$ cat src/rtl/dma_chan_pkg.sv
// Package: shared types for the DMA channel controller.
// Assumes: the shadow select encoding below is the software-visible one.
package dma_chan_pkg;
    typedef enum logic [1:0] {
        SEL_BEG   = 2'd0,
        SEL_CUR   = 2'd1,
        SEL_WSIZE = 2'd2,
        SEL_WSTEP = 2'd3
    } shadow_sel_e;
endpackage

$ cat src/rtl/dma_shadow_regs.sv
// Module: software-owned shadow registers.
// What it does: holds begin address, current address, wrap size, wrap step.
// Assumes: only the software write port updates these; CW <= AW.
module dma_shadow_regs
    import dma_chan_pkg::*;
#(
    parameter int AW = 16,
    parameter int CW = 8
) (
    input  logic          clk,
    input  logic          rst_n,
    input  logic          we,
    input  logic [1:0]    sel,
    input  logic [AW-1:0] wdata,
    output logic [AW-1:0] beg_sh,
    output logic [AW-1:0] cur_sh,
    output logic [CW-1:0] wsize_sh,
    output logic [AW-1:0] wstep_sh
);
    shadow_sel_e sel_e;
    assign sel_e = shadow_sel_e'(sel);

    // Purpose: capture a software write into the selected shadow register.
    always_ff @(posedge clk) begin
        if (!rst_n) begin
            beg_sh   <= '0;
            cur_sh   <= '0;
            wsize_sh <= '0;
            wstep_sh <= '0;
        end else if (we) begin
            case (sel_e)
                SEL_BEG:   beg_sh   <= wdata;
                SEL_CUR:   cur_sh   <= wdata;
                SEL_WSIZE: wsize_sh <= wdata[CW-1:0];
                default:   wstep_sh <= wdata;
            endcase
        end
    end
endmodule

$ cat src/rtl/dma_addr_engine.sv
// Module: hardware-owned active address registers and wrap counter.
// What it does: reloads at transfer start, steps per word, wraps per burst
// count, rewinds on sync error.
// Assumes: word/burst strobes arrive already gated by the halt logic.
module dma_addr_engine #(
    parameter int AW = 16,
    parameter int CW = 8
) (
    input  logic          clk,
    input  logic          rst_n,
    input  logic          start,
    input  logic          sync_err,
    input  logic          word_ok,
    input  logic          burst_end_ok,
    input  logic [AW-1:0] step,
    input  logic [AW-1:0] beg_sh,
    input  logic [AW-1:0] cur_sh,
    input  logic [CW-1:0] wsize_sh,
    input  logic [AW-1:0] wstep_sh,
    output logic [AW-1:0] beg_act,
    output logic [AW-1:0] cur_act
);
    logic [CW-1:0] wrap_cnt;
    logic          wrap_now;
    logic [AW-1:0] beg_wrapped;

    // Purpose: decide whether this burst end is a wrap and its new base.
    always_comb begin
        wrap_now    = burst_end_ok && (wrap_cnt == '0);
        beg_wrapped = beg_act + wstep_sh;
    end

    // Purpose: update active begin, current address and wrap count by priority.
    always_ff @(posedge clk) begin
        if (!rst_n) begin
            beg_act  <= '0;
            cur_act  <= '0;
            wrap_cnt <= '0;
        end else if (start) begin
            beg_act  <= beg_sh;
            cur_act  <= cur_sh;
            wrap_cnt <= wsize_sh;
        end else if (sync_err) begin
            cur_act  <= beg_act;
        end else if (wrap_now) begin
            beg_act  <= beg_wrapped;
            cur_act  <= beg_wrapped;
            wrap_cnt <= wsize_sh;
        end else begin
            if (burst_end_ok) begin
                wrap_cnt <= wrap_cnt - 1'b1;
            end
            if (word_ok) begin
                cur_act <= cur_act + step;
            end
        end
    end
endmodule

$ cat src/rtl/dma_trig_latch.sv
// Module: peripheral trigger latch with overrun detection.
// What it does: holds one pending request; a second trigger while pending is
// lost and sets the overrun flag.
// Assumes: burst_ok is the halt-gated burst-start handshake.
module dma_trig_latch (
    input  logic clk,
    input  logic rst_n,
    input  logic trig,
    input  logic burst_ok,
    input  logic err_clr,
    output logic pending,
    output logic ovr_flag,
    output logic ovr_rise
);
    logic ovr_set;

    // Purpose: detect a lost trigger and a fresh overrun.
    always_comb begin
        ovr_set  = trig && pending && !burst_ok;
        ovr_rise = ovr_set && !ovr_flag;
    end

    // Purpose: maintain the pending request and the sticky overrun flag.
    always_ff @(posedge clk) begin
        if (!rst_n) begin
            pending  <= 1'b0;
            ovr_flag <= 1'b0;
        end else begin
            pending  <= trig || (pending && !burst_ok);
            ovr_flag <= ovr_set || (ovr_flag && !err_clr);
        end
    end
endmodule

$ cat src/rtl/dma_irq_gen.sv
// Module: channel interrupt pulse generator.
// What it does: pulses for transfer begin/end (mode select) and new overrun.
// Assumes: all event inputs are single-cycle strobes.
module dma_irq_gen (
    input  logic clk,
    input  logic rst_n,
    input  logic chan_ie,
    input  logic at_end,
    input  logic start,
    input  logic done,
    input  logic ovr_ie,
    input  logic ovr_rise,
    output logic irq
);
    logic xfer_evt;

    // Purpose: pick the transfer edge that the mode selects.
    always_comb begin
        xfer_evt = at_end ? done : start;
    end

    // Purpose: register the combined interrupt pulse.
    always_ff @(posedge clk) begin
        if (!rst_n) begin
            irq <= 1'b0;
        end else begin
            irq <= (chan_ie && xfer_evt) || (ovr_ie && ovr_rise);
        end
    end
endmodule

$ cat src/rtl/dma_chan_ctrl.sv
// Module: top of the DMA channel address and trigger controller.
// What it does: joins shadow registers, active address engine, trigger
// latch and interrupt generator; gates burst activity on a halt request.
// Assumes: all strobes are synchronous to clk and one cycle wide.
module dma_chan_ctrl #(
    parameter int AW = 16,
    parameter int CW = 8
) (
    input  logic          clk,
    input  logic          rst_n,
    input  logic          sw_we,
    input  logic [1:0]    sw_sel,
    input  logic [AW-1:0] sw_wdata,
    input  logic [AW-1:0] word_step,
    input  logic          xfer_start,
    input  logic          xfer_done,
    input  logic          burst_start,
    input  logic          burst_done,
    input  logic          word_done,
    input  logic          sync_err,
    input  logic          per_trig,
    input  logic          err_clr,
    input  logic          chan_ie,
    input  logic          int_at_end,
    input  logic          ovr_ie,
    input  logic          halt_cmd,
    input  logic          emu_halt,
    input  logic          free_run,
    output logic [AW-1:0] cur_addr,
    output logic [AW-1:0] beg_addr,
    output logic          pending,
    output logic          ovr_flag,
    output logic          chan_int,
    output logic          halted
);
    logic [AW-1:0] beg_sh;
    logic [AW-1:0] cur_sh;
    logic [CW-1:0] wsize_sh;
    logic [AW-1:0] wstep_sh;
    logic          halt_req;
    logic          word_ok;
    logic          burst_end_ok;
    logic          burst_ok;
    logic          ovr_rise;

    // Purpose: form the halt request and gate the burst-level strobes.
    always_comb begin
        halt_req     = halt_cmd || (emu_halt && !free_run);
        word_ok      = word_done && !halt_req;
        burst_end_ok = burst_done && !halt_req;
        burst_ok     = burst_start && !halt_req;
    end

    // Purpose: report that the channel sits at a halt point.
    always_ff @(posedge clk) begin
        if (!rst_n) halted <= 1'b0;
        else        halted <= halt_req;
    end

    dma_shadow_regs #(.AW(AW), .CW(CW)) u_shadow (
        .clk(clk), .rst_n(rst_n), .we(sw_we), .sel(sw_sel), .wdata(sw_wdata),
        .beg_sh(beg_sh), .cur_sh(cur_sh), .wsize_sh(wsize_sh), .wstep_sh(wstep_sh)
    );

    dma_addr_engine #(.AW(AW), .CW(CW)) u_addr (
        .clk(clk), .rst_n(rst_n), .start(xfer_start), .sync_err(sync_err),
        .word_ok(word_ok), .burst_end_ok(burst_end_ok), .step(word_step),
        .beg_sh(beg_sh), .cur_sh(cur_sh), .wsize_sh(wsize_sh), .wstep_sh(wstep_sh),
        .beg_act(beg_addr), .cur_act(cur_addr)
    );

    dma_trig_latch u_trig (
        .clk(clk), .rst_n(rst_n), .trig(per_trig), .burst_ok(burst_ok),
        .err_clr(err_clr), .pending(pending), .ovr_flag(ovr_flag), .ovr_rise(ovr_rise)
    );

    dma_irq_gen u_irq (
        .clk(clk), .rst_n(rst_n), .chan_ie(chan_ie), .at_end(int_at_end),
        .start(xfer_start), .done(xfer_done), .ovr_ie(ovr_ie),
        .ovr_rise(ovr_rise), .irq(chan_int)
    );
endmodule

$ cat config.mk
export PLATFORM = sky130hd
export DESIGN_NAME = dma_chan_ctrl
export DESIGN_NICKNAME = d
export VERILOG_FILES = /design/src/rtl/dma_chan_pkg.sv /design/src/rtl/dma_shadow_regs.sv /design/src/rtl/dma_addr_engine.sv /design/src/rtl/dma_trig_latch.sv /design/src/rtl/dma_irq_gen.sv /design/src/rtl/dma_chan_ctrl.sv
export SDC_FILE = /design/constraint.sdc
export NUM_CORES = 1
export LEC_CHECK = 0
export ABC_AREA = 1
export BUFFER_PORTS_ARGS = -buffer_cell sky130_fd_sc_hd__buf_2
export CORE_MARGIN = 2
export CORE_UTILIZATION = 64
export CTS_BUF_LIST = sky130_fd_sc_hd__clkbuf_8
export CTS_CLUSTER_SIZE = 20
export DETAILED_ROUTE_END_ITERATION = 7
export HOLD_SLACK_MARGIN = 0.15
export PLACE_DENSITY = 0.88
export SLEW_MARGIN = 20
export SYNTH_ARGS = -nofsm -noshare
export SYNTH_HDL_FRONTEND = slang
export SYNTH_SLANG_ARGS = --single-unit
$ cat constraint.sdc
create_clock -name clk -period 5.3 [get_ports clk]
set_input_delay 0.265 -clock clk [delete_from_list [all_inputs] [get_ports clk]]
set_output_delay 0.265 -clock clk [all_outputs]
set_load 0.02 [all_outputs]
==> run_results.csv <==
group,metric,value,unit
run_status,status,"completed",
clock_tree,h-tree-depth,3,
die,core,9240,sq um
yosys,syn_area_per_cell,6.533,sq um
sta,fin_crit,2.905,ns
flow_run,maxCapViolCount,0,
route,first_pass_iters,5,
yosys,yosys.cell_types.count,39,
worst_setup_path,cp.arrival,3.22,ns
clock_tree,cts_root_buf,"clkbuf_8",
yosys,syn_inst,930,
finish,filler_cell_count,799,
route,drt_iter0_markers,569,
worst_setup_path,cp.required,5.62,ns
hold_path,hold_depth,3,
yosys,synth_fp_nets,1014,
clock_tree,cts_made_buffers,9,
yosys,synthArstFlopShare,0,%
worst_setup_path,cp-end-kind,"register",
die,start_util,65.75,%
grt,grt_use_total,31.67,%
placement,dpl-instance-area,6515,sq um
finish,final_cell_area,6817,sq um
power_and_ir_drop,p_per_area,259.2,nW/um^2
worst_setup_path,critPathMaxFanout,68,
yosys,synth.ff_latch_count,100,
clock_tree,cts_tree,"built",
grt,grt_pass1_vias,5450,
yosys,synth_warnings,0,
clock_tree,clk_pin_slew_worst_paths,0.10,ns
sta,setup_viol,0,
grt,antenna_found_initial,0,
yosys,ys.flop_type,"dfxtp_1",
die,die_y,101.4,um
clock_tree,cts_hold_buf,11,
finish,drive_above_1_share,12.28,%
finish,nets,1089,
placement,io_buffers,86,
sta,min_period_over_period,54.80,%
sta,tns,0,ns
finish,syn2layout_area_growth,12.19,%
grt,grt-busiest-layer,"met2",
route,drt_wl_total,15.95,mm
sta,clock.fmax,344.3,MHz
yosys,synthesis.area,6076,sq um
placement,dp_hpwl,11.72,mm
route,vias_per_cell,5.512,
sta,finalHoldViolations,0,
route,vias,6278,
grt,grt_use_met2,48.50,%
yosys,synth-edff-count,0,
finish,final_cell_mix,"nand2_1 (239), nor2_1 (119), dfxtp_1 (100), inv_1 (94), buf_2 (86)",
yosys,seq_area_frac_synth,32.95,%
die,boundaryPins,87,
sta,worst_pin_slew,1.070,ns
die,dieArea,10290,sq um
sta,max_slew_margin,28.26,%
grt,grt_first_pass_wirelength,25.97,mm
power_and_ir_drop,p_leak,3.397,nW
route,drc,0,
die,die-width,101.4,um
clock_tree,ctsResizeCount,0,
finish,mostFrequentLayoutCell,"nand2_1",
die,num_rows,35,
hold_path,hold_class,"in -> reg",
power_and_ir_drop,peakVddDrop,0.2173,mV
grt,grtUsageMet1,46.26,%
clock_tree,cts_buffer_depth,2,
sta,finClkSkew,0.007593,ns
grt,grt_max_degree,69,
route,postRouteAntennaNets,0,
clock_tree,insertion_delay,0.37,ns
clock_tree,postCtsSetupBuffers,0,
sta,rsz0062_at_grt,"false",
clock_tree,numClockSinks,100,
finish,antenna_cells,0,
grt,grt_overflow,0,
worst_setup_path,critical_path_class,"in -> reg",
placement,gp_congestion,0.9825,
worst_setup_path,worstSetupStartpointType,"input port",
grt,met3_usage,5.590,%
power_and_ir_drop,total_power,1.767,mW
sta,drv_slew,0,
route,wire_per_inst,14.00,um
worst_setup_path,rr_worst_depth,11,
==> registers in the layout, summed over array words and instances, names as in the netlist <==
name / flops
u_addr.beg_act: 16
u_addr.cur_act: 16
u_shadow.beg_sh: 16
u_shadow.cur_sh: 16
u_shadow.wstep_sh: 16
u_addr.wrap_cnt: 8
u_shadow.wsize_sh: 8
halted: 1
u_irq.irq: 1
u_trig.ovr_flag: 1
u_trig.pending: 1
==> final timing paths <==
| kind | start | end | slack, ns |
|---|---|---|---|
| hold reg to reg | u_addr.wrap_cnt[5] | u_addr.wrap_cnt[5] | 0.48 |
| setup / recovery | rst_n | u_irq.irq | 2.40 |
| setup reg to reg | u_addr.wrap_cnt[0] | u_addr.beg_act[10] | 2.92 |
| hold / removal | sw_wdata[15] | u_shadow.cur_sh[15] | 0.17 |
==> final cells by class <==
class | instances | area, sq um | area share (%)
clock buffer | 10 | 137.6 | 2.019
clock inverter | 6 | 53.80 | 0.7893
inverter | 100 | 375.4 | 5.507
multi-input combinational | 695 | 3531 | 51.80
sequential | 100 | 2002 | 29.37
tap | 129 | 161.4 | 2.368
timing repair buffer | 99 | 555.5 | 8.150
==> routing by layer <==
metal | routed length (um) | up-vias
met5 | 0 | -
met4 | 269 | 0
met3 | 1431 | 24
met2 | 6893 | 282
met1 | 7353 | 2779
li1 | - | 3193
==> synthesized netlist by cell type, drive strengths merged (10+ instances only) <==
cell type  count  area (sq um)
nand2        240         908.4
nor2         125         518.0
dfxtp        100          2002
inv           98         367.8
a21oi         79         402.9
o21ai         76         380.4
nand3         75         397.9
ha            31         387.9
clkbuf        20         75.07
buf           15         92.59
o22ai         11         68.82
o211ai        10         75.07
==> critical path, stage by stage <==
cell           delay, ns
buf_2               0.75
clkinv_1            1.16
a21oi_1             0.44
dlygate4sd3_1       0.58
==> through the flow <==
stage / hold slack [ns] / worst slack, ns / std cells / utilization (%)
after floorplan: 0.3857 / 3.398 / 930 / -
after global placement: 0.4530 / 3.037 / 1112 / 70.51
after detailed placement: 0.4564 / 2.946 / 1112 / 70.51
after CTS: 0.1596 / 2.867 / 1139 / 73.77
after global routing: 0.1769 / 2.252 / 1139 / 73.77
final: 0.1725 / 2.395 / 1139 / 73.77
==> kinds of logic (layout without fill, tap and decap cells) <==
logic type | count (synthesis) | in the layout | share of synthesized area (%)
xor+xnor | 16 | 16 | 2.307
flops | 100 | 100 | 32.95
buf+inv | 135 | 215 | 8.937
fa+ha+maj | 33 | 33 | 7.043
simple gates | 461 | 461 | 32.23
compound gates | 185 | 185 | 16.54
==> where the power goes <==
group / internal (mW) / switching, mW
sequential: 0.800 / 0.0426
clock: 0.192 / 0.288
combinational: 0.161 / 0.283
total: 1.15 / 0.614
No activity file was read; power rests on OpenSTA's default activity.
